[src/rtl/spi_wr_pkg.sv]
package spi_wr_pkg;
  typedef enum logic [1:0] {
    ST_IDLE  = 2'd0,
    ST_SHIFT = 2'd1,
    ST_GAP   = 2'd2
  } eng_state_e;

  localparam int unsigned INSTR_W   = 16;
  localparam int unsigned RADDR_W   = 13;
  localparam logic [7:0]  UPD_ADDR  = 8'hFF;
  localparam logic [7:0]  UPD_VALUE = 8'h01;

  // write flag (0), byte-count code, register address
  function automatic logic [INSTR_W-1:0] instr_word(input logic [1:0] len_code,
                                                    input logic [RADDR_W-1:0] reg_addr);
    return {1'b0, len_code, reg_addr};
  endfunction
endpackage

[src/rtl/spi_half_timer.sv]
module spi_half_timer #(
  parameter int unsigned DIV_W = 8
) (
  input  logic             clk_i,
  input  logic             rst_ni,
  input  logic             run_i,
  input  logic [DIV_W-1:0] half_i,
  output logic             tick_o
);
  logic [DIV_W-1:0] cnt_q;

  assign tick_o = run_i && (cnt_q == half_i - DIV_W'(1));

  always_ff @(posedge clk_i or negedge rst_ni) begin
    if (!rst_ni)      cnt_q <= '0;
    else if (!run_i)  cnt_q <= '0;
    else if (tick_o)  cnt_q <= '0;
    else              cnt_q <= cnt_q + DIV_W'(1);
  end
endmodule

[src/rtl/spi_frame_shifter.sv]
module spi_frame_shifter #(
  parameter int unsigned FRAME_W = 32,
  localparam int unsigned CNT_W  = $clog2(FRAME_W + 1)
) (
  input  logic               clk_i,
  input  logic               rst_ni,
  input  logic               load_i,
  input  logic [FRAME_W-1:0] frame_i,
  input  logic [CNT_W-1:0]   len_i,
  input  logic               shift_i,
  output logic               bit_o,
  output logic               last_o
);
  logic [FRAME_W-1:0] sr_q;
  logic [CNT_W-1:0]   left_q;

  assign bit_o  = sr_q[FRAME_W-1];
  assign last_o = (left_q == CNT_W'(1));

  always_ff @(posedge clk_i or negedge rst_ni) begin
    if (!rst_ni) begin
      sr_q   <= '0;
      left_q <= '0;
    end else if (load_i) begin
      sr_q   <= frame_i;
      left_q <= len_i;
    end else if (shift_i) begin
      sr_q   <= {sr_q[FRAME_W-2:0], 1'b0};
      left_q <= left_q - CNT_W'(1);
    end
  end
endmodule

[src/rtl/spi_cs_decode.sv]
module spi_cs_decode #(
  parameter int unsigned NUM_DEV = 4,
  parameter int unsigned SEL_W   = 8
) (
  input  logic               en_i,
  input  logic [SEL_W-1:0]   sel_i,
  output logic [NUM_DEV-1:0] cs_no
);
  for (genvar g = 0; g < NUM_DEV; g++) begin : g_cs
    assign cs_no[g] = !(en_i && (sel_i == SEL_W'(g)));
  end
endmodule

[src/rtl/spi_wr_engine.sv]
module spi_wr_engine
  import spi_wr_pkg::*;
#(
  parameter int unsigned NUM_DEV  = 4,
  parameter int unsigned SEL_W    = 8,
  parameter int unsigned ADDR_W   = 8,
  parameter int unsigned DATA_W   = 16,
  parameter int unsigned DIV_W    = 8,
  parameter int unsigned GAP_SCLK = 2
) (
  input  logic               clk_i,
  input  logic               rst_ni,
  input  logic [SEL_W-1:0]   dev_sel_i,
  input  logic [ADDR_W-1:0]  addr_i,
  input  logic [DATA_W-1:0]  wdata_i,
  input  logic               auto_commit_i,
  input  logic [DIV_W-1:0]   div_i,
  input  logic               wr_i,
  output logic               idle_o,
  output logic               overrun_o,
  output logic               sclk_o,
  output logic               sdo_o,
  output logic [NUM_DEV-1:0] cs_no
);
  localparam int unsigned FRAME_W   = INSTR_W + DATA_W;
  localparam int unsigned COMMIT_W  = INSTR_W + 8;
  localparam int unsigned CNT_W     = $clog2(FRAME_W + 1);
  localparam int unsigned GAP_TICKS = 2 * GAP_SCLK;
  localparam int unsigned GAP_W     = $clog2(GAP_TICKS + 1);
  localparam logic [1:0]  DATA_LEN  = 2'(DATA_W / 8 - 1);

  eng_state_e       state_q, state_d;
  logic [SEL_W-1:0] sel_q;
  logic [DIV_W-1:0] half_q;
  logic             sclk_q;
  logic             commit_q;
  logic             ovr_q;
  logic [GAP_W-1:0] gap_q;

  logic               tick, accept, gap_done, load, shift, bit_out, last_bit;
  logic [FRAME_W-1:0] data_frame, commit_frame, frame_mux;
  logic [CNT_W-1:0]   len_mux;

  assign accept   = (state_q == ST_IDLE) && wr_i;
  assign gap_done = (state_q == ST_GAP) && tick && (gap_q == GAP_W'(GAP_TICKS - 1));
  assign load     = accept || (gap_done && commit_q);
  assign shift    = (state_q == ST_SHIFT) && tick && sclk_q && !last_bit;

  assign data_frame   = {instr_word(DATA_LEN, RADDR_W'(addr_i)), wdata_i};
  assign commit_frame = {instr_word(2'b00, RADDR_W'(UPD_ADDR)), UPD_VALUE,
                         {(FRAME_W - COMMIT_W){1'b0}}};
  assign frame_mux    = accept ? data_frame : commit_frame;
  assign len_mux      = accept ? CNT_W'(FRAME_W) : CNT_W'(COMMIT_W);

  spi_half_timer #(.DIV_W(DIV_W)) u_timer (
    .clk_i  (clk_i),
    .rst_ni (rst_ni),
    .run_i  (state_q != ST_IDLE),
    .half_i (half_q),
    .tick_o (tick)
  );

  spi_frame_shifter #(.FRAME_W(FRAME_W)) u_shift (
    .clk_i   (clk_i),
    .rst_ni  (rst_ni),
    .load_i  (load),
    .frame_i (frame_mux),
    .len_i   (len_mux),
    .shift_i (shift),
    .bit_o   (bit_out),
    .last_o  (last_bit)
  );

  spi_cs_decode #(.NUM_DEV(NUM_DEV), .SEL_W(SEL_W)) u_cs (
    .en_i  (state_q == ST_SHIFT),
    .sel_i (sel_q),
    .cs_no (cs_no)
  );

  always_comb begin
    state_d = state_q;
    unique case (state_q)
      ST_IDLE:  if (accept) state_d = ST_SHIFT;
      ST_SHIFT: if (tick && sclk_q && last_bit) state_d = ST_GAP;
      ST_GAP:   if (gap_done) state_d = commit_q ? ST_SHIFT : ST_IDLE;
      default:  state_d = ST_IDLE;
    endcase
  end

  always_ff @(posedge clk_i or negedge rst_ni) begin
    if (!rst_ni) begin
      state_q  <= ST_IDLE;
      sel_q    <= '0;
      half_q   <= DIV_W'(1);
      sclk_q   <= 1'b0;
      commit_q <= 1'b0;
      ovr_q    <= 1'b0;
      gap_q    <= '0;
    end else begin
      state_q <= state_d;
      if (accept) begin
        sel_q  <= dev_sel_i;
        half_q <= (div_i == '0) ? DIV_W'(1) : div_i;
      end
      if (accept)                             commit_q <= auto_commit_i;
      else if (load)                          commit_q <= 1'b0;
      if (load)                               sclk_q <= 1'b0;
      else if (state_q == ST_SHIFT && tick)   sclk_q <= !sclk_q;
      if (state_q != ST_GAP)                  gap_q <= '0;
      else if (tick)                          gap_q <= gap_q + GAP_W'(1);
      if (wr_i && state_q != ST_IDLE)         ovr_q <= 1'b1;
    end
  end

  assign idle_o    = (state_q == ST_IDLE);
  assign overrun_o = ovr_q;
  assign sclk_o    = sclk_q;
  assign sdo_o     = (state_q == ST_SHIFT) && bit_out;
endmodule

[config.mk]
export PLATFORM = sky130hd
export DESIGN_NAME = spi_wr_engine
export DESIGN_NICKNAME = d
export VERILOG_FILES = /design/src/rtl/spi_wr_pkg.sv /design/src/rtl/spi_half_timer.sv /design/src/rtl/spi_frame_shifter.sv /design/src/rtl/spi_cs_decode.sv /design/src/rtl/spi_wr_engine.sv
export SDC_FILE = /design/constraint.sdc
export NUM_CORES = 1
export LEC_CHECK = 0
export ABC_AREA = 1
export BUFFER_PORTS_ARGS = -buffer_cell sky130_fd_sc_hd__buf_2
export CAP_MARGIN = 30
export CORE_UTILIZATION = 55
export CTS_BUF_LIST = sky130_fd_sc_hd__clkbuf_4
export DETAILED_ROUTE_END_ITERATION = 7
export GPL_TIMING_DRIVEN = 0
export PLACE_DENSITY = 0.84
export SYNTH_ARGS = -nofsm -noshare
export SYNTH_HDL_FRONTEND = slang
export SYNTH_SLANG_ARGS = --single-unit
[constraint.sdc]
create_clock -name clk_i -period 4.9 [get_ports clk_i]
set_clock_uncertainty 0.1 [all_clocks]
set_input_delay 0.245 -clock clk_i [delete_from_list [all_inputs] [get_ports clk_i]]
set_output_delay 0.245 -clock clk_i [all_outputs]
set_load 0.05 [all_outputs]
=== Word level (Yosys, flattened, before mapping) ===
Index checks and enable logic that the tools add are counted.

* Bits in read-only memories: 0
* Register bits: 70
* Latch bits: 0
* Output and inout bits: 8
* Bits in writable memories: 0
* Memories kept: 0
* Bits of input ports: 44
* Word-level logic and storage cells: 78

* $lt $le $gt $ge: 0
* Shift-type cells: 0
* $mul: 0
* Multiplexer cells: 20
* Add/subtract/negate cells: 4
* Bitwise gates (word level): 0
* Div/mod/pow operators: 0
* Reduce and logical (&&, ||, !) cells: 32
* Eq/ne operators: 12

{| class="wikitable"
|+ Operators with widths
! operator !! count
|-
| $mux W32 || 2
|-
| $mux W30 || 1
|-
| $mux W8 || 3
|-
| $mux W6 || 3
|-
| $eq A8 B2 Y1 const B || 2
|-
| $logic_and A1 B1 Y1 || 16
|-
| $logic_not A8 Y1 || 2
|-
| $reduce_bool A2 Y1 || 5
|-
| $add A8 B1 Y8 const B || 1
|-
| $eq A8 B1 Y1 const B || 1
|-
| $eq A8 B8 Y1 || 1
|-
| $sub A8 B1 Y8 const B || 1
|-
| $eq A6 B1 Y1 const B || 1
|-
| $logic_not A1 Y1 || 6
|-
| $mux W2 || 3
|-
| $mux W3 || 2
|-
| $ne A2 B2 Y1 const B || 3
|-
| $pmux W2 S3 || 1
|-
| $sub A6 B1 Y6 const B || 1
|-
| $mux W1 || 5
|-
| $add A3 B1 Y3 const B || 1
|-
| $eq A3 B2 Y1 const B || 1
|-
| $reduce_and A3 Y1 || 1
|-
| $eq A2 B1 Y1 const B || 1
|-
| other kinds (4) || 4
|}

=== Logic depth before layout (Yosys ltp) ===
Gate-level depths: netlist of the first run.

* Depth in word-level cells: 9
* Gate-level depth with buffers: 18
* Mapped depth without buffers: 16

=== By module ===
Synthesis of the first run repeated with hierarchy kept, for this count alone.

* Cells, all modules: 477
* Area, all modules: 3828.7 um2

{| class="wikitable"
|+ Modules (own cells, without submodules)
! module !! sequential area each (um2) !! area an instance (um2) !! instances !! cells each
|-
| spi_frame_shifter || 950.9 || 1800.5 || 1 || 187
|-
| spi_wr_engine || 601.8 || 1239.9 || 1 || 166
|-
| spi_half_timer || 200.2 || 701.9 || 1 || 103
|-
| spi_cs_decode || 0.0 || 86.3 || 1 || 21
|}

=== Least setup slack after synthesis of the first run ===
No wires, ideal clock.

* Path type: reg2reg
* Start: register state_q[1]
* End: register u_shift.sr_q[16]
* Setup slack: 2441 ps
* Buffers on the path: 1
* Arrival: 2241 ps
* Data required time: 4683 ps
* Cell stages (with the launch flop): 9
* Clock period less this slack: 2459 ps
* Cells stage by stage: dfrtp_1 > nor2_1 > inv_1 > nor2_1 > inv_1 > clkbuf_1 > or2_2 > nand3_1 > nand2_1

* Elaborated cells on any way between the ends: 16
* Those cells by class: eq/ne: 2; mux: 2; reduce/logical: 12

{| class="wikitable"
|+ RTL lines
! item !! RTL line !! text
|-
| start, declared || spi_wr_engine.sv:32 || <nowiki>eng_state_e state_q, state_d;</nowiki>
|-
| start signal, assigned || spi_wr_engine.sv:100 || <nowiki>state_q <= state_d;</nowiki>
|-
| $logic_not A2 Y1 * || - ||
|-
| named net idle_o || spi_wr_engine.sv:19 || <nowiki>output logic idle_o,</nowiki>
|-
| $logic_and A1 B1 Y1 * || spi_wr_engine.sv:44 || <nowiki>assign accept = (state_q == ST_IDLE) && wr_i;</nowiki>
|-
| $mux W30 / $logic_or A1 B1 Y1 (equally long branches) || spi_wr_engine.sv:52, spi_wr_engine.sv:46 ||
|-
| $mux W32 / $reduce_bool A2 Y1 (equally long branches) || - ||
|-
| end signal, assigned || spi_frame_shifter.sv:25 || <nowiki>sr_q <= frame_i;</nowiki>
|-
| end signal, assigned || spi_frame_shifter.sv:28 || <nowiki>sr_q <= {sr_q[FRAME_W-2:0], 1'b0};</nowiki>
|-
| end, declared || spi_frame_shifter.sv:14 || <nowiki>logic [FRAME_W-1:0] sr_q;</nowiki>
|}

The timed path passes the listed nets; every way through them passes the cells marked *.
A chain may end at the register's enable or synchronous reset.

=== Worst setup path after layout of the first run ===
* Start: register half_q[0]
* End: register u_shift.sr_q[20]

* Cells in the longest elaborated chain, start to end: 8
* Elaborated cells on any way between the ends: 12
* Those cells by class: add/sub: 1; eq/ne: 1; mux: 1; reduce/logical: 9

{| class="wikitable"
|+ Ends and longest elaborated chain
! item !! RTL line !! text
|-
| start, declared || spi_wr_engine.sv:34 || <nowiki>logic [DIV_W-1:0] half_q;</nowiki>
|-
| start signal, assigned || spi_wr_engine.sv:103 || <nowiki>half_q <= (div_i == '0) ? DIV_W'(1) : div_i;</nowiki>
|-
| $sub A8 B1 Y8 * || spi_half_timer.sv:12 || <nowiki>assign tick_o = run_i && (cnt_q == half_i - DIV_W'(1));</nowiki>
|-
| $eq A8 B8 Y1 * || spi_half_timer.sv:12 ||
|-
| $logic_and A1 B1 Y1 * || spi_half_timer.sv:12 ||
|-
| $logic_and A1 B1 Y1 (2 in series) || spi_wr_engine.sv:45 || <nowiki>assign gap_done = (state_q == ST_GAP) && tick && (gap_q == GAP_W'(GAP_TICKS - 1));</nowiki>
|-
| $logic_and A1 B1 Y1 || spi_wr_engine.sv:46 || <nowiki>assign load = accept || (gap_done && commit_q);</nowiki>
|-
| $logic_or A1 B1 Y1 || spi_wr_engine.sv:46 ||
|-
| $mux W32 / $reduce_bool A2 Y1 (equally long branches) || - ||
|}

Every way passes the cells marked *; elsewhere a longest branch is shown, timed or not.

==> impl_metrics.json, run 1 <==
{
  "status": "completed",
  "stdcell_area_um2": 4561,
  "crit_family": "simple AND/OR/NAND/NOR gates",
  "path_cells": "inv_2 > ha_1 > inv_1 > nand2_1 > nand3_1 > nand2_1 > nor2_1 > nand3_2 > nor2_4 > nand2_4 > nor2_4 > nand3_4 > nand3_4 > inv_2 > buf_6 > nand2_1 > nand2_1",
  "grt_pass1_vias": 3296,
  "clk_path_buf_depth": 2,
  "r2r_cells": 17,
  "drc": 0,
  "whs_endpoint": "u_shift.sr_q[4]",
  "synthFlopType": "dfrtp_1",
  "yosys.area_share.simple": 0.3756,
  "synthTopCellsByArea": "dfrtp_1, nand2_1, nand3_1",
  "setup_tns_ps": 0,
  "synth.top_cell.area_share": 0.4571,
  "timing.rr.end": "u_shift.sr_q[20]",
  "place.gp.congestion": 0.8428,
  "power_density_nw_per_um2": 350.3,
  "hold_start": "wdata_i[4]",
  "row_count": 29,
  "synth_fa_ha_area_frac": 0.01987,
  "power.total_w": 0.001598,
  "cap_violations": 0,
  "first_pass_iters": 5,
  "numPortBuffers": 51,
  "final-setup-viol-count": 0,
  "wl_mm": 8.727,
  "regArea_um2": 1753,
  "synth_edf_count": 0,
  "rr_startpoint": "half_q[0]",
  "cts_buffers": 9,
  "fmax_mhz": 361.6,
  "crit_fanout": 10,
  "hold_violations": 0,
  "diodes": 0,
  "drive_gt1_frac": 0.1893,
  "die_w_um": 84.88,
  "ant_nets": 0,
  "grt_use_met1": 0.3482,
  "synth_top_family_by_area": "simple AND/OR/NAND/NOR gates",
  "dpl-instance-area_um2": 4131,
  "drt-initial-drc-count": 184,
  "io_pins": 52,
  "cp.required_ps": 5130,
  "crit_arrival_ps": 2990,
  "ctsRootBufferMaster": "clkbuf_4",
  "synth_area_um2": 3777,
  "irDropWorstVdd_uv": 200.8,
  "critPathCaptureType": "register",
  "max-slew-margin-rel": 0.4127,
  "vias": 3499,
  "grtUsageMet2": 0.4146,
  "clock_sinks": 70,
  "post_cts_buffers": 0,
  "ys_top_cells_by_count": "nand2_1, dfrtp_1, nand3_1, inv_1, nor2_1",
  "drv_slew": 0,
  "synth-seq-cells": 70,
  "fillers": 515,
  "async_flop_share": 1.000,
  "dieArea_um2": 7204,
  "antenna_found_initial": 0,
  "critPathBufInv": 4,
  "synth.most_common_cell": "nand2_1",
  "grt_pass1_wl_mm": 14.75,
  "finalNetCount": 626,
  "worstSetupStartpointType": "register",
  "grt_usage": 0.2610,
  "hold_path.class": "input pin to register",
  "synth_top_cell_by_area": "dfrtp_1",
  "syn_nets": 540,
  "p_leak_nw": 2.413,
  "syn_to_final_growth_pct": 20.74,
  "grt-busiest-layer": "met2",
  "via_per_inst": 5.318,
  "cts.reportedPaths.clkPinSlew_ps": 120,
  "core_area_um2": 6495,
  "synth-seq-area-share": 0.4641,
  "worst_pin_slew_ps": 880.9,
  "dp_hpwl_mm": 5.891,
  "synth_cell_types": 36,
  "cts_tree": "done",
  "period_needed_ps": 2766,
  "initial_core_util": 0.5816,
  "postSynthCellCount": 490,
  "clk_latency_ps": 430,
  "cpMostUsedCell": "nand2_1",
  "grt_use_met3": 0.05739,
  "path_class": "register to register",
  "synth-xor-area-share": 0.01855,
  "synth_compound_area_frac": 0.04770,
  "crit_path_max_incr_delay_ps": 590,
  "detail_route.wl_per_cell_um": 13.26,
  "critPathSlowestCell": "dfstp_2",
  "grt_start_max_net_pins": 71,
  "fin_crit_sh": 0.5644,
  "die_h_um": 84.88,
  "worstHoldPathCells": 5,
  "grt-ovfl-total": 0,
  "multi_input_area_um2": 1755,
  "rsz0062_at_grt": "false",
  "synth.avg_cell_area_um2": 7.709,
  "cts.htree.levels": 3,
  "reg2reg_slack_ps": 2130,
  "ys_warn_count": 0,
  "synthMuxAreaShare": 0.002981
}
==> how the worst max path moves through the flow <==
stage,cells past startpoint,end,from,slack (ps)
2_1_floorplan,8,u_shift.sr_q[16],state_q[1],2440
3_3_place_gp,17,u_shift.sr_q[10],half_q[0],2230
3_5_place_dp,17,u_shift.sr_q[17],half_q[0],2170
4_1_cts,17,u_shift.sr_q[7],half_q[0],2150
5_1_grt,17,u_shift.sr_q[12],half_q[0],1870
6_report,17,u_shift.sr_q[20],half_q[0],2130
==> cell usage in the layout, fill, tap and decap left out, types with 2 or more instances in the layout <==
cell type / n
xnor2_1: 2
nand3_2: 4
a21oi_1: 3
buf_2: 52
buf_4: 3
nand2_1: 183
nor4_1: 3
nor2_4: 3
nor2_1: 38
o21ai_0: 19
or2_2: 10
nor3_1: 4
clkbuf_1: 7
o21ai_1: 8
bufinv_16: 3
nand3_4: 3
xor2_1: 6
nand2_2: 2
dfrtp_1: 69
buf_6: 5
ha_1: 6
nand3_1: 42
dlygate4sd3_1: 24
nor3b_1: 4
clkinvlp_4: 3
inv_2: 4
inv_1: 39
nand4_1: 8
clkbuf_4: 9
nor2_2: 4
==> flip-flops by register name (all words and copies together) (netlist names) <==
register and cells:
commit_q 1, gap_q 3, half_q 8, overrun_o 1, sclk_o 1, sel_q 8
state_q 2, u_shift.left_q 6, u_shift.sr_q 32, u_timer.cnt_q 8
==> timing repair <==
item | CTS | global route
gates resized for setup | 0 | 0
hold endpoints to repair | 92 | 0
hold buffers | 24 | 0
setup endpoints to repair | 0 | 0
==> where the power goes <==
part	switching [W]	total, W	leakage, nW	internal [W]
registers	0.0000794	0.000751	0.852	0.000672
logic	0.000209	0.000363	1.47	0.000154
clock network	0.000223	0.000483	0.0888	0.000259
total	0.000512	0.00160	2.41	0.00109
==> layout make-up <==
type                       count  area share
sequential                    70      0.3844
timing repair buffer          75      0.1092
multi-input combinational    361      0.3849
buffer                        16     0.02359
inverter                      43     0.03539
clock buffer                   9     0.01481
clock inverter                 7     0.02661
tap                           77     0.02112
==> kinds of logic (layout without fill, tap and decap cells) <==
| logic type | after synthesis | count (layout) |
|---|---|---|
| muxes | 1 | 1 |
| xor gates and xnor gates | 8 | 8 |
| adders and majority gates | 6 | 6 |
| DFF | 70 | 70 |
| and+or+nand+nor | 312 | 312 |
| AOI/OAI and AO/OA | 34 | 34 |
| buffers and inverters | 59 | 150 |
==> stage by stage <==
stage               setup WS (ps)  hold WS (ps)  std cells  utilization
floorplan                    2441        -150.6        490            -
global placement             2234         347.8        618       0.6357
detailed placement           2165         321.7        618       0.6361
CTS                          2155       0.07350        658       0.7022
global route                 1871         1.851        658       0.7022
finish                       2134         10.42        658       0.7022
==> routing by layer <==
metal | vias to the layer above | share of wire
li1 | 1721 | -
met1 | 1623 | 0.46
met2 | 135 | 0.47
met3 | 20 | 0.054
met4 | 0 | 0.021
met5 | - | 0
==> worst register-to-register path, cell delays in order, from the launching register on <==
cell and delay, ps:
dfstp_2 590, inv_2 70, ha_1 280, inv_1 100, nand2_1 50, nand3_1 80
nand2_1 50, nor2_1 180, nand3_2 110, nor2_4 150, nand2_4 100, nor2_4 120
nand3_4 150, nand3_4 170, inv_2 100, buf_6 160, nand2_1 60, nand2_1 50
No activity file was read; power rests on OpenSTA's default activity.
==> run 2: changes to the inputs <==
--- a/config.mk
+++ b/config.mk
@@ -5,7 +5,7 @@
 export SDC_FILE = /design/constraint.sdc
 export NUM_CORES = 1
 export LEC_CHECK = 0
-export ABC_AREA = 1
+export ABC_AREA = 0
 export BUFFER_PORTS_ARGS = -buffer_cell sky130_fd_sc_hd__buf_2
 export CAP_MARGIN = 30
 export CORE_UTILIZATION = 55
==> constraint.sdc (replaced) <==
create_clock -name clk_i -period 2.85 [get_ports clk_i]
set_clock_uncertainty 0.1 [all_clocks]
set_input_delay 0.1425 -clock clk_i [delete_from_list [all_inputs] [get_ports clk_i]]
set_output_delay 0.1425 -clock clk_i [all_outputs]
set_load 0.05 [all_outputs]
==> run 2 against run 1 <==
Effect of this change: the flow now finishes with violations (DRC); sequential share of layout area increased by 0.42 points; flip-flop and latch count unchanged; wire length decreased by 2.1%; clock-buffer cell count increased by 3; worst hold slack improved by 250 ps; critical path depth decreased by 13; sequential power increased by 32%; via count decreased by 12%; core utilization increased by 1.2 points.
==> impl_metrics.json, run 2 <==
{
  "layout_setup_ws_ps": 133.1,
  "grt_pass1_vias": 2998,
  "cts_buffers": 9,
  "wl_mm": 8.548,
  "grt_usage": 0.2758,
  "first_pass_iters": 6,
  "status": "finished with violations",
  "ctsRootBufferMaster": "clkbuf_4",
  "grt-ovfl-total": 0,
  "diodes": 0,
  "cp.required_ps": 2610,
  "dpl-instance-area_um2": 3940,
  "numPortBuffers": 51,
  "async_flop_share": 1.000,
  "synth.most_common_cell": "dfrtp_1",
  "io_pins": 52,
  "cap_violations": 0,
  "power_density_nw_per_um2": 379.8,
  "postSynthCellCount": 365,
  "synth.avg_cell_area_um2": 9.824,
  "final_common_cell": "dfrtp_1",
  "period_needed_ps": 2717,
  "die_h_um": 82.75,
  "place.gp.congestion": 0.8658,
  "detail_route.wl_per_cell_um": 15.46,
  "fin_crit_sh": 0.9533,
  "synthTopCellsByArea": "dfrtp_1, nand2_1, mux2i_1",
  "dp_hpwl_mm": 5.402,
  "crit_arrival_ps": 2470,
  "clk_latency_ps": 410,
  "row_count": 29,
  "via_per_inst": 5.546,
  "synthFlopType": "dfrtp_1",
  "critPathSlowestCell": "or4_1",
  "place_ws_ps": 255.0,
  "synth_cell_types": 56,
  "stdcell_area_um2": 4512,
  "worstSetupStartpointType": "register",
  "die_w_um": 82.75,
  "largest_register": "u_shift.sr_q",
  "fillers": 479,
  "p_leak_nw": 2.071,
  "setup_tns_ps": 0,
  "cts.reportedPaths.clkPinSlew_ps": 110,
  "synth_area_um2": 3586,
  "path_cells": "or4_1 > nor4_1 > or3b_2 > buf_2",
  "synth_edf_count": 0,
  "antenna_found_initial": 0,
  "ys_top_cells_by_count": "dfrtp_1, nand2_1, nor2_1, o21ai_0, mux2i_1",
  "path_class": "register to primary output",
  "core_area_um2": 6314,
  "crit_path_max_incr_delay_ps": 510,
  "syn_to_final_growth_pct": 25.82,
  "synth_top_cell_by_area": "dfrtp_1",
  "initial_core_util": 0.5680,
  "cts.htree.levels": 3,
  "drv_slew": 0,
  "drive_gt1_frac": 0.1996,
  "critPathBufInv": 1,
  "syn_nets": 415,
  "hold_path.class": "input pin to asynchronous set/reset pin",
  "violations": "DRC",
  "rsz0062_at_grt": "false",
  "dieArea_um2": 6847,
  "synth-seq-area-share": 0.4888,
  "crit_family": "simple AND/OR/NAND/NOR gates",
  "vias": 3067,
  "final_cell_mix": "dfrtp_1, nand2_1, buf_2",
  "clock_sinks": 70,
  "ys_warn_count": 0,
  "cts_tree": "done",
  "clk_path_buf_depth": 2,
  "grt_pass1_wl_mm": 13.89,
  "synth.top_cell.area_share": 0.4815,
  "max-slew-margin-rel": 0.4142,
  "drt-initial-drc-count": 164,
  "final-setup-viol-count": 0,
  "cts-resized-gates": 0,
  "ant_nets": 0,
  "grt_start_max_net_pins": 71,
  "finalNetCount": 521,
  "fmax_mhz": 368.1,
  "irDropWorstVdd_uv": 270.0,
  "critPathCaptureType": "primary output",
  "largest_reg_flops": 32,
  "worst_pin_slew_ps": 878.7,
  "hold_violations": 0,
  "synth-seq-cells": 70,
  "crit_fanout": 4,
  "drc": 2
}
## run 2: worst paths after layout
kind,slack (ps),depth (start not counted),end,startpoint
worst max-delay path,130,4,cs_no[0],sel_q[2]
worst min-delay path,260,2,u_shift.sr_q[11],rst_ni
min in group clk_i,350,4,sel_q[7],dev_sel_i[7]
worst min register to register,380,2,sel_q[2],sel_q[2]
max in group asynchronous,1780,2,u_shift.sr_q[15],rst_ni
worst max register to register,220,8,u_shift.sr_q[28],half_q[0]
## run 2: timing repair
item / in CTS / in global routing
hold endpoints to repair: 111 / 0
buffers inserted: 0 / 0
hold buffers: 44 / 0
## run 2: cell families after synthesis
family                   Yosys count  synth area share
XOR/XNOR                          16           0.03908
buffers and inverters             31           0.04710
multiplexers                      22           0.06141
adder cells (fa/ha/maj)            6           0.02093
AND/OR/NAND/NOR                  147            0.2034
flip-flops                        70            0.4888
AO/OA/AOI/OAI                     73            0.1392
## run 2: area by class of cell
class,instances,area (um^2),share of cell area
buffer,17,116.4,0.02579
clock buffer,12,90.09,0.01997
clock inverter,4,41.29,0.009151
inverter,14,52.55,0.01165
multi-input combinational,264,1664,0.3688
sequential,70,1753,0.3885
tap,77,96.34,0.02135
timing repair buffer,95,698.2,0.1547
## run 2: through the flow
step           hold slack [ps]    util  std cells  power, W
6_report                 262.8  0.7146        553  0.001713
5_1_grt                  331.3  0.7146        553  0.001780
4_1_cts                  294.2  0.7146        553  0.001716
3_5_place_dp             222.9  0.6241        493  0.001064
3_3_place_gp             232.9  0.6237        493  0.001063
2_1_floorplan           -253.1       -        365  0.001013
## run 2: report_power, final
group          internal, W             switching [W]
clock network     0.000290                  0.000331
registers         0.000993  0.0000000000000000000334
logic            0.0000602                 0.0000393
## run 2: metal layers
| metal | share of wire | vias to the layer above | track usage |
|---|---|---|---|
| met3 | 0.048 | 22 | 0.06044 |
| met1 | 0.45 | 1466 | 0.3629 |
| met2 | 0.47 | 93 | 0.4361 |
| met4 | 0.026 | 0 | 0.1241 |
| met5 | 0 | - | 0 |
| li1 | - | 1486 | - |
==> run 3: changes to the inputs <==
--- a/config.mk
+++ b/config.mk
@@ -8,11 +8,11 @@
 export ABC_AREA = 0
 export BUFFER_PORTS_ARGS = -buffer_cell sky130_fd_sc_hd__buf_2
 export CAP_MARGIN = 30
-export CORE_UTILIZATION = 55
+export CORE_UTILIZATION = 30
 export CTS_BUF_LIST = sky130_fd_sc_hd__clkbuf_4
 export DETAILED_ROUTE_END_ITERATION = 7
 export GPL_TIMING_DRIVEN = 0
-export PLACE_DENSITY = 0.84
+export PLACE_DENSITY = 0.54
 export SYNTH_ARGS = -nofsm -noshare
 export SYNTH_HDL_FRONTEND = slang
 export SYNTH_SLANG_ARGS = --single-unit
==> run 3 against run 2 <==
Effect of this change: the flow still finishes with violations (DRC); wire length increased by 2.7%; largest cell class unchanged; register-to-register slack worse by 40 ps; highest routed layer unchanged; flip-flop and latch count unchanged; critical path depth rose by 4; cell area rose by 3.2%.
==> impl_metrics.json, run 3 (synthesized netlist as in run 2, its figures left out) <==
{
  "diodes": 0,
  "worstSetupStartpointType": "register",
  "clk_latency_ps": 420,
  "io_pins": 52,
  "first_pass_iters": 6,
  "largest_reg_flops": 32,
  "hold_violations": 0,
  "grt-ovfl-total": 0,
  "fmax_mhz": 374.5,
  "p_leak_nw": 2.100,
  "crit_fanout": 10,
  "syn_to_final_growth_pct": 29.90,
  "initial_core_util": 0.3114,
  "regArea_um2": 1753,
  "finalNetCount": 522,
  "drive_gt1_frac": 0.2096,
  "fillers": 1174,
  "irDropWorstVdd_uv": 230.2,
  "dieArea_um2": 12390,
  "die_h_um": 111.3,
  "max-slew-margin-rel": 0.5954,
  "post_cts_buffers": 0,
  "critPathSlowestCell": "dfstp_2",
  "multi_input_area_um2": 1670,
  "drc": 2,
  "crit_path_max_incr_delay_ps": 570,
  "ant_nets": 0,
  "detail_route.wl_per_cell_um": 14.16,
  "status": "finished with violations",
  "vias": 3070,
  "wl_mm": 8.781,
  "die_w_um": 111.3,
  "crit_arrival_ps": 2870,
  "cts.reportedPaths.clkPinSlew_ps": 120,
  "numPortBuffers": 51,
  "cap_violations": 0,
  "antenna_found_initial": 0,
  "largest_register": "u_shift.sr_q",
  "grt_usage": 0.1511,
  "final_common_cell": "dfrtp_1",
  "power_density_nw_per_um2": 390.1,
  "worst_pin_slew_ps": 606.9,
  "drv_slew": 0,
  "ctsRootBufferMaster": "clkbuf_4",
  "via_per_inst": 4.952,
  "fin_crit_sh": 0.9368,
  "setup_tns_ps": 0,
  "grt_pass1_vias": 2990,
  "core_area_um2": 11520,
  "cts.htree.levels": 3,
  "critPathCaptureType": "register",
  "path_class": "register to register",
  "cts_buffers": 9,
  "path_cells": "inv_1 > ha_1 > or3_4 > a31oi_2 > nand4_2 > o21ai_2 > buf_2 > nor2_1",
  "dp_hpwl_mm": 6.062,
  "drt-initial-drc-count": 93,
  "hold_path.class": "input pin to asynchronous set/reset pin",
  "place.gp.congestion": 0.8090,
  "grt_pass1_wl_mm": 14.86,
  "row_count": 39,
  "final-setup-viol-count": 0,
  "final_cell_mix": "dfrtp_1, nand2_1, buf_2",
  "dpl-instance-area_um2": 4050,
  "stdcell_area_um2": 4658,
  "period_needed_ps": 2670,
  "grt_start_max_net_pins": 70,
  "rsz0062_at_grt": "false",
  "clock_sinks": 70,
  "cp.required_ps": 3050,
  "violations": "DRC",
  "cts_tree": "done",
  "clk_path_buf_depth": 2
}
[run 3: changes by cell type in the layout (fill, tap and decap cells not counted), sizes merged]
cell	change
buf	+1
bufinv	+1
clkbuf	-2
clkinvlp	+1
[run 3: final timing paths]
check                             startpoint               end  slack (ps)  cells after the start
worst min register to register     overrun_o         overrun_o         380                      1
min in group clk_i              dev_sel_i[4]          sel_q[4]         340                      4
max in group asynchronous             rst_ni          sel_q[1]        2040                      3
worst max register to register     half_q[0]  u_shift.sr_q[26]         180                      8
worst min-delay path                  rst_ni          sel_q[0]         170                      3
worst max-delay path               half_q[0]  u_shift.sr_q[26]         180                      8
[run 3: cell type report]
cell class | instances | area share
sequential | 70 | 0.3763
multi-input combinational | 264 | 0.3586
inverter | 14 | 0.01128
buffer | 17 | 0.02498
timing repair buffer | 96 | 0.1558
clock buffer | 10 | 0.01612
tap | 143 | 0.03841
clock inverter | 6 | 0.01853
[run 3: layer usage]
| metal | track usage | share of wire | vias to the layer above |
|---|---|---|---|
| li1 | - | - | 1492 |
| met1 | 0.2081 | 0.49 | 1501 |
| met2 | 0.2308 | 0.45 | 61 |
| met3 | 0.02885 | 0.037 | 16 |
| met4 | 0.06757 | 0.024 | 0 |
| met5 | 0 | 0 | - |
[run 3: power by group]
group / leakage (nW) / total, W / switching, W / internal [W]
registers: 0.877 / 0.000993 / 0.0000000000000000000293 / 0.000993
clock network: 0.0864 / 0.000720 / 0.000356 / 0.000364
logic: 1.14 / 0.000104 / 0.0000391 / 0.0000649
total: 2.10 / 0.00182 / 0.000395 / 0.00142
[run 3: worst max-delay path: cells and delay by family, from the launching register on]
| kind | cells | cell delay [ps] |
|---|---|---|
| DFF | 1 | 570 |
| and+or+nand+nor | 3 | 660 |
| AOI/OAI and AO/OA | 2 | 630 |
| buffers and inverters | 2 | 370 |
| adders and majority gates | 1 | 220 |
[run 3: what timing repair did]
action                                  CTS  global route
gates resized for setup                   0             1
hold buffers                             44             0
endpoints found under the hold margin   112             0
endpoints found under the setup margin    0             1
[run 3: metrics by stage]
stage	hold slack, ps	cells	utilization	power (W)	worst slack, ps
finish	170.2	620	0.4045	0.001817	180.0
global route	186.6	620	0.4045	0.001914	45.03
CTS	169.2	620	0.4040	0.001848	89.26
detailed placement	-157.3	560	0.3517	0.001071	190.9
global placement	235.0	559	0.3491	0.001066	247.4
floorplan	-253.1	365	-	0.001013	354.4
